## config.mk

```make
export PLATFORM = sky130hd
export DESIGN_NAME = bsmac_cell
export DESIGN_NICKNAME = d
export VERILOG_FILES = /design/src/rtl/bsmac_pkg.sv /design/src/rtl/bsmac_ctrl.sv /design/src/rtl/bsmac_serial_mul.sv /design/src/rtl/bsmac_serial_add.sv /design/src/rtl/bsmac_dp.sv /design/src/rtl/bsmac_cell.sv
export SDC_FILE = /design/constraint.sdc
export NUM_CORES = 1
export LEC_CHECK = 0
export CAP_MARGIN = 20
export CORE_ASPECT_RATIO = 0.7
export CORE_MARGIN = 8
export CORE_UTILIZATION = 50
export DETAILED_ROUTE_END_ITERATION = 8
export DONT_BUFFER_PORTS = 1
export PLACE_DENSITY = 0.73
export SYNTH_ARGS = -nofsm -noshare
export SYNTH_HDL_FRONTEND = slang
export SYNTH_SLANG_ARGS = --single-unit
export TNS_END_PERCENT = 5
```

## constraint.sdc

```tcl
create_clock -name clk -period 3.66 [get_ports clk]
set_input_delay 0.183 -clock clk [delete_from_list [all_inputs] [get_ports clk]]
set_output_delay 0.183 -clock clk [all_outputs]
set_load 0.01 [all_outputs]
```

## src/rtl/bsmac_pkg.sv

```systemverilog
package bsmac_pkg;
  // Number of interleaved word streams (accumulator width / operand width).
  localparam int STREAMS = 4;
  localparam int STR_W   = $clog2(STREAMS);

  // Strobes from control to datapath, valid for the current cycle.
  typedef struct packed {
    logic [STR_W-1:0] streamIdx; // stream owning this cycle
    logic             wordStart; // slot 0 of a word
    logic             inWord;    // this stream is inside a word
    logic             feedX;     // slot still carries a multiplicand bit
    logic             loadWe;    // weight/select write accepted
  } bsmac_ctrl_t;
endpackage

```

## src/rtl/bsmac_ctrl.sv

```systemverilog
module bsmac_ctrl
  import bsmac_pkg::*;
#(
  parameter int DataW = 8,
  parameter int AccW  = 32
) (
  input  logic        clk,
  input  logic        rstN,
  input  logic        sofIn,
  input  logic        loadEn,
  output bsmac_ctrl_t ctrlS
);
  localparam int SLOT_W = $clog2(AccW);

  logic [STR_W-1:0]  streamCnt;
  logic [STREAMS-1:0] activeQ;
  logic [SLOT_W-1:0] slotQ [STREAMS];

  logic              curActive;
  logic [SLOT_W-1:0] curSlot;
  logic              lastSlot;
  logic              busy;

  always_comb begin
    curActive = sofIn | activeQ[streamCnt];
    curSlot   = sofIn ? '0 : slotQ[streamCnt];
    lastSlot  = (curSlot == SLOT_W'(AccW - 1));
    busy      = |activeQ;

    ctrlS.streamIdx = streamCnt;
    ctrlS.wordStart = sofIn;
    ctrlS.inWord    = curActive;
    ctrlS.feedX     = curActive & (curSlot < SLOT_W'(DataW));
    ctrlS.loadWe    = loadEn & ~busy & ~sofIn;
  end

  always_ff @(posedge clk or negedge rstN) begin
    if (!rstN) begin
      streamCnt <= '0;
      activeQ   <= '0;
      for (int i = 0; i < STREAMS; i++) slotQ[i] <= '0;
    end else begin
      streamCnt <= streamCnt + 1'b1;
      if (curActive) begin
        activeQ[streamCnt] <= ~lastSlot;
        slotQ[streamCnt]   <= curSlot + 1'b1;
      end
    end
  end
endmodule

```

## src/rtl/bsmac_serial_mul.sv

```systemverilog
module bsmac_serial_mul
  import bsmac_pkg::*;
#(
  parameter int DataW = 8
) (
  input  logic             clk,
  input  logic             rstN,
  input  logic [STR_W-1:0] laneIdx,
  input  logic             active,
  input  logic             start,
  input  logic             xBit,
  input  logic [DataW-1:0] mag,
  output logic             pBit
);
  // Per-lane running remainder of the shift-add product.
  logic [DataW-1:0] accQ [STREAMS];
  logic [DataW-1:0] accPrev;
  logic [DataW:0]   accSum;

  always_comb begin
    accPrev = start ? '0 : accQ[laneIdx];
    accSum  = {1'b0, accPrev} + (xBit ? {1'b0, mag} : '0);
    pBit    = active & accSum[0];
  end

  always_ff @(posedge clk or negedge rstN) begin
    if (!rstN) begin
      for (int i = 0; i < STREAMS; i++) accQ[i] <= '0;
    end else if (active) begin
      accQ[laneIdx] <= accSum[DataW:1];
    end
  end
endmodule

```

## src/rtl/bsmac_serial_add.sv

```systemverilog
module bsmac_serial_add
  import bsmac_pkg::*;
(
  input  logic             clk,
  input  logic             rstN,
  input  logic [STR_W-1:0] laneIdx,
  input  logic             active,
  input  logic             start,
  input  logic             carryInit,
  input  logic             aBit,
  input  logic             bBit,
  output logic             sumBit
);
  logic [STREAMS-1:0] carryQ;
  logic               cin;
  logic               cout;

  always_comb begin
    if (!active)    cin = 1'b0;
    else if (start) cin = carryInit;
    else            cin = carryQ[laneIdx];
    sumBit = aBit ^ bBit ^ cin;
    cout   = (aBit & bBit) | (aBit & cin) | (bBit & cin);
  end

  always_ff @(posedge clk or negedge rstN) begin
    if (!rstN)       carryQ <= '0;
    else if (active) carryQ[laneIdx] <= cout;
  end
endmodule

```

## src/rtl/bsmac_dp.sv

```systemverilog
module bsmac_dp
  import bsmac_pkg::*;
#(
  parameter int DataW = 8,
  parameter int NumCh = 8
) (
  input  logic               clk,
  input  logic               rstN,
  input  bsmac_ctrl_t        ctrlS,
  input  logic [DataW-1:0]   weightIn,
  input  logic [$clog2(NumCh)-1:0] selIn,
  input  logic [NumCh-1:0]   chanIn,
  input  logic               sofIn,
  input  logic               sumIn,
  output logic [NumCh-1:0]   chanOut,
  output logic               sofOut,
  output logic               sumOut
);
  localparam int SEL_W = $clog2(NumCh);

  logic [DataW-1:0] weightQ;
  logic [SEL_W-1:0] selQ;
  logic [DataW-1:0] mag;
  logic             negW;
  logic             xBit;
  logic             pBit;
  logic             negBit;
  logic             sumBit;

  always_comb begin
    negW = weightQ[DataW-1];
    mag  = negW ? (~weightQ + 1'b1) : weightQ;
    xBit = ctrlS.feedX & chanIn[selQ];
  end

  bsmac_serial_mul #(.DataW(DataW)) uMul (
    .clk     (clk),
    .rstN    (rstN),
    .laneIdx (ctrlS.streamIdx),
    .active  (ctrlS.inWord),
    .start   (ctrlS.wordStart),
    .xBit    (xBit),
    .mag     (mag),
    .pBit    (pBit)
  );

  // Conditional two's-complement negate: invert, carry 1 in at slot 0.
  bsmac_serial_add uNeg (
    .clk       (clk),
    .rstN      (rstN),
    .laneIdx   (ctrlS.streamIdx),
    .active    (ctrlS.inWord),
    .start     (ctrlS.wordStart),
    .carryInit (negW),
    .aBit      (pBit ^ (negW & ctrlS.inWord)),
    .bBit      (1'b0),
    .sumBit    (negBit)
  );

  bsmac_serial_add uAcc (
    .clk       (clk),
    .rstN      (rstN),
    .laneIdx   (ctrlS.streamIdx),
    .active    (ctrlS.inWord),
    .start     (ctrlS.wordStart),
    .carryInit (1'b0),
    .aBit      (sumIn),
    .bBit      (negBit),
    .sumBit    (sumBit)
  );

  always_ff @(posedge clk or negedge rstN) begin
    if (!rstN) begin
      weightQ <= '0;
      selQ    <= '0;
      chanOut <= '0;
      sofOut  <= 1'b0;
      sumOut  <= 1'b0;
    end else begin
      if (ctrlS.loadWe) begin
        weightQ <= weightIn;
        selQ    <= selIn;
      end
      chanOut <= chanIn;
      sofOut  <= sofIn;
      sumOut  <= sumBit;
    end
  end
endmodule

```

## src/rtl/bsmac_cell.sv

```systemverilog
module bsmac_cell
  import bsmac_pkg::*;
#(
  parameter int DataW = 8,
  parameter int AccW  = 32,
  parameter int NumCh = 8
) (
  input  logic                     clk,
  input  logic                     rstN,
  input  logic                     loadEn,
  input  logic [DataW-1:0]         weightIn,
  input  logic [$clog2(NumCh)-1:0] selIn,
  input  logic [NumCh-1:0]         chanIn,
  input  logic                     sofIn,
  input  logic                     sumIn,
  output logic [NumCh-1:0]         chanOut,
  output logic                     sofOut,
  output logic                     sumOut
);
  bsmac_ctrl_t ctrlS;

  bsmac_ctrl #(.DataW(DataW), .AccW(AccW)) uCtrl (
    .clk    (clk),
    .rstN   (rstN),
    .sofIn  (sofIn),
    .loadEn (loadEn),
    .ctrlS  (ctrlS)
  );

  bsmac_dp #(.DataW(DataW), .NumCh(NumCh)) uDp (
    .clk      (clk),
    .rstN     (rstN),
    .ctrlS    (ctrlS),
    .weightIn (weightIn),
    .selIn    (selIn),
    .chanIn   (chanIn),
    .sofIn    (sofIn),
    .sumIn    (sumIn),
    .chanOut  (chanOut),
    .sofOut   (sofOut),
    .sumOut   (sumOut)
  );
endmodule

```

==> summary.md <==
| Metric | Value |
|---|---|
| Status | `completed` |
| Final clock period utilization by the worst path | `roughly 92%` |
| Net count of the finished layout | `between 400 and 500` |
| Total GRT Usage | `16.5%` |
| Largest net degree at the start of global routing | `88` |
| Die Y | `94.2 um` |
| First-pass GRT wire length | `between 15,000 and 20,000 um` |
| Terminus of the critical flop-to-flop path | `uDp.uAcc.carryQ[3]` |
| Post-synthesis to final-layout area growth | `13.8%` |
| HPWL Detailed | `6070 um` |
| # diodes | `0` |
| Post-synthesis instance total | `355` |
| Most instantiated library cell after synthesis | `sky130_fd_sc_hd__dfrtp_1` |
| Cell occurring most often along the worst timing path | `sky130_fd_sc_hd__ha_1` |
| Worst min path class | `in2reg` |
| Net Count, Synth | `around 400` |
| DRC violations left | `0` |
| Detailed Routing Iterations Pass 1 | `4` |
| Power per cell area | `561 nW/um^2` |
| Floorplan die width | `128 um` |
| Chain of cells forming the critical path | `mux4_1, nor3b_2, o221ai_2, nor2_1, ha_1, xor2_1, and2_1, ha_1, fa_1, mux2_2` |
| Maximum level of the CTS H-tree | `3` |
| Iteration-0 DRC count of the detailed router | `194` |
| Max-cap viol count | `0` |
| Clock transition time at the flip-flop clock pins of the worst setup and hold paths | `60 ps` |
| Static Leak | `0.00223 uW` |
| FFs w/ async S/R, synth | `between 90% and 100%` |
| Overflow left after global routing | `0` |
| Final Hold Vio Count | `0` |
| Max Buffers Root-to-Sink | `2` |
| Met1 routed wirelength after detailed routing | `about 4300 um` |
| Synthesis-stage register bit count | `87` |
| TritonCTS clock tree | `yes` |
| Number of placed I/O pins | `34` |
| Effective utilization at floorplan | `51.5%` |
| Number of synthesis warnings | `0` |
| Area fraction of the dominant cell type after synthesis | `49.9%` |
| Area of the die | `12,000 um^2` |
| Most numerous cell types in the synthesized netlist | `sky130_fd_sc_hd__dfrtp_1 (87), sky130_fd_sc_hd__nand2_1 (54), sky130_fd_sc_hd__o21ai_0 (42)` |
| Highest layer used for signal routing | `met4` |
| Post-Route WL | `9110 um` |
| Maximum vdd ir drop | `roughly 310 uV` |
| Vias in the first global route | `2,982` |
| Type of element launching the critical path | `flop` |
| Final min period | `3390 ps` |
| Setup total negative slack | `0 ps` |
| Endpoint class of the critical path | `flop` |
| Clock skew after layout | `between 5 and 6 ps` |
| Dominant cells by area after synthesis | `sky130_fd_sc_hd__dfrtp_1 (50%), sky130_fd_sc_hd__mux2_2 (8.0%), sky130_fd_sc_hd__mux4_2 (7.2%)` |
| Biggest fanout along the worst timing path | `7` |
| Number of enable-type register cells in the synthesized netlist | `0` |
| Wire length on met2 | `approximately 4200 um` |
| Cell chosen for the clock root | `sky130_fd_sc_hd__clkbuf_16` |
| Area of the core region | `8480 um^2` |
| Placer Congestion | `just over 0.8` |
| Cell type of the slowest stage on the worst timing path | `sky130_fd_sc_hd__mux4_1` |
| Final antenna-violating net count | `0` |
| Number of distinct library cells after synthesis | `between 40 and 50` |
| Share of final-layout standard cells stronger than drive strength 1 | `19.8%` |
| TritonCTS sink count | `87` |
| Number of CTS-inserted buffers | `9` |
| Number of cells on the worst reg-to-reg path | `10` |
| Count of fill cells added during filler insertion | `677` |
| Startpoint of the worst setup timing path | `uCtrl.streamCnt[0]` |
| Fraction of the yosys area taken by sequential cells | `49.9%` |
| Setup CP Type | `reg2reg` |
| Final critical-path setup slack | `275 ps` |
| Cell taking the most area after synthesis | `sky130_fd_sc_hd__dfrtp_1` |
| Vias after detailed routing | `2,790` |
| WP data arrival | `3620 ps` |
| Setup fix buffers added after clock tree synthesis | `0` |
| Buffers on Ports | `0` |
| Syn Std Cell Area | `roughly 4400 um^2` |
| Unrepaired setup endpoints after global routing | `no` |
| Endpoint of the worst setup timing path | `uDp.uAcc.carryQ[3]` |
| Slew Limit Headroom | `60.1%` |
| Hold slack | `17.2 ps` |
| Average via count per standard cell | `between 5 and 6` |
| Routed length on met3 | `approximately 410 um` |
| Number of antenna violations at the first check in global routing | `0` |
| Highest cell delay on the worst timing path | `640 ps` |
| Launch point of the worst reg-to-reg path | `uCtrl.streamCnt[0]` |
| Clock latency on the worst-skew pair | `350 ps` |
| Row count | `28` |
| Wire length per cell after detailed routing | `18.1 um` |
| Final Max Tran Viols | `0` |
| Actual transition at the worst max-transition pin | `597 ps` |
| Data required, critical path | `approximately 3900 ps` |
| Ys flop type | `sky130_fd_sc_hd__dfrtp_1` |
| Peak clock frequency supported by timing | `295 MHz` |
| Slack of the worst reg-to-reg path | `270 ps` |
| Post-synthesis average cell area | `12.3 um^2` |
| Final Setup Violations | `0` |
| Pre-CTS setup slack | `199 ps` |
## state kept, by name, indices dropped and copies added (netlist names)
signal	flops
uCtrl.streamCnt	2
uDp.uMul.accQ	32
uCtrl.slotQ	20
uDp.uNeg.carryQ	4
uCtrl.activeQ	4
uDp.uAcc.carryQ	4
uDp.weightQ	8
uDp.sumOut	1
uDp.chanOut	8
uDp.sofOut	1
uDp.selQ	3
## per-layer routing
metal  up-vias  track usage (%)
met5         -                0
met4         0             5.52
met3        17             5.95
met2        48             26.6
met1      1427             20.4
li1       1298                -
## worst min path at each step
stage,from,end,cells past startpoint
floorplan,rstN,uCtrl.activeQ[0],0
global placement,rstN,uDp.chanOut[1],0
detailed placement,rstN,uDp.chanOut[1],0
CTS,sumIn,uDp.sumOut,1
global route,sumIn,uDp.sumOut,1
finish,sumIn,uDp.sumOut,1
## critical path: cells and delay by family (launching register included)
kind | cells | cell delay [ps]
DFF | 1 | 510
and+or+nand+nor | 3 | 530
muxes | 2 | 930
xor gates and xnor gates | 1 | 150
AOI/OAI and AO/OA | 1 | 130
adders and majority gates | 3 | 1010
## layout make-up
| cell class | count | area, um^2 | share of cell area (%) |
|---|---|---|---|
| well taps | 120 | 150 | 3.02 |
| clock buffers | 11 | 243 | 4.89 |
| multi-input cells | 244 | 2000 | 40.2 |
| flip-flops and latches | 87 | 2180 | 43.9 |
| inverters | 7 | 26.3 | 0.529 |
| clock inverters | 5 | 81.3 | 1.64 |
| repair buffers | 29 | 290 | 5.85 |
## power by group
part           total, uW  internal [uW]  leakage [uW]  switching, uW
logic                520            272      0.000978            247
clock network        996            617      0.000156            379
registers           1270           1150       0.00109            116
total               2790           2040       0.00223            743
## cells by family (layout without fill, tap and decap cells)
kind of cell | Yosys count | in the layout | share of synthesized area [%]
multiplexers | 49 | 49 | 17.3
AO/OA/AOI/OAI | 64 | 64 | 8.32
adder cells (fa/ha/maj) | 18 | 18 | 5.51
AND/OR/NAND/NOR | 100 | 100 | 12.0
XOR/XNOR | 13 | 13 | 2.61
flip-flops | 87 | 87 | 49.9
buffers and inverters | 24 | 52 | 4.44
## cell usage in the layout, fill, tap and decap left out, types with 2 or more instances in the layout
| cell | netlist | final |
|---|---|---|
| sky130_fd_sc_hd__mux2_2 | 31 | 31 |
| sky130_fd_sc_hd__xor2_1 | 8 | 8 |
| sky130_fd_sc_hd__nand3b_1 | 2 | 2 |
| sky130_fd_sc_hd__nand2b_1 | 3 | 3 |
| sky130_fd_sc_hd__or3_1 | 2 | 2 |
| sky130_fd_sc_hd__fa_1 | 2 | 2 |
| sky130_fd_sc_hd__xnor2_1 | 5 | 5 |
| sky130_fd_sc_hd__mux4_2 | 14 | 14 |
| sky130_fd_sc_hd__a21o_1 | 2 | 2 |
| sky130_fd_sc_hd__o21ai_1 | 4 | 4 |
| sky130_fd_sc_hd__clkbuf_16 | 0 | 9 |
| sky130_fd_sc_hd__dfrtp_1 | 87 | 87 |
| sky130_fd_sc_hd__dlygate4sd3_1 | 0 | 21 |
| sky130_fd_sc_hd__nor2b_1 | 13 | 13 |
| sky130_fd_sc_hd__a31oi_1 | 2 | 2 |
| sky130_fd_sc_hd__mux4_1 | 3 | 3 |
| sky130_fd_sc_hd__o21ai_2 | 2 | 2 |
| sky130_fd_sc_hd__buf_4 | 0 | 7 |
| sky130_fd_sc_hd__and2_1 | 2 | 2 |
| sky130_fd_sc_hd__and3_1 | 2 | 2 |
| sky130_fd_sc_hd__a21oi_1 | 5 | 5 |
| sky130_fd_sc_hd__o21ai_0 | 42 | 42 |
| sky130_fd_sc_hd__nor2_1 | 11 | 11 |
| sky130_fd_sc_hd__nand2_1 | 54 | 54 |
| sky130_fd_sc_hd__nand2_8 | 4 | 4 |
| sky130_fd_sc_hd__a311oi_1 | 2 | 2 |
| sky130_fd_sc_hd__ha_1 | 16 | 16 |
| sky130_fd_sc_hd__inv_1 | 7 | 7 |
| sky130_fd_sc_hd__bufinv_16 | 0 | 2 |
## through the flow
stage	total power, uW	cells	utilization, %	area [um^2]
after floorplan	1630	355	-	4360
after global placement	1720	465	51.9	4400
after detailed placement	1760	465	51.9	4400
after CTS	2800	503	58.5	4960
after global routing	2930	503	58.6	4960
final	2790	503	58.6	4960
## what timing repair did
| item | 4_1_cts | 5_1_grt |
|---|---|---|
| resized for setup | 0 | 1 |
| endpoints found under the setup margin | 0 | 8 |
| hold endpoints to repair | 107 | 0 |
| hold buffers | 22 | 0 |
Power figures use the tool's default switching activity.
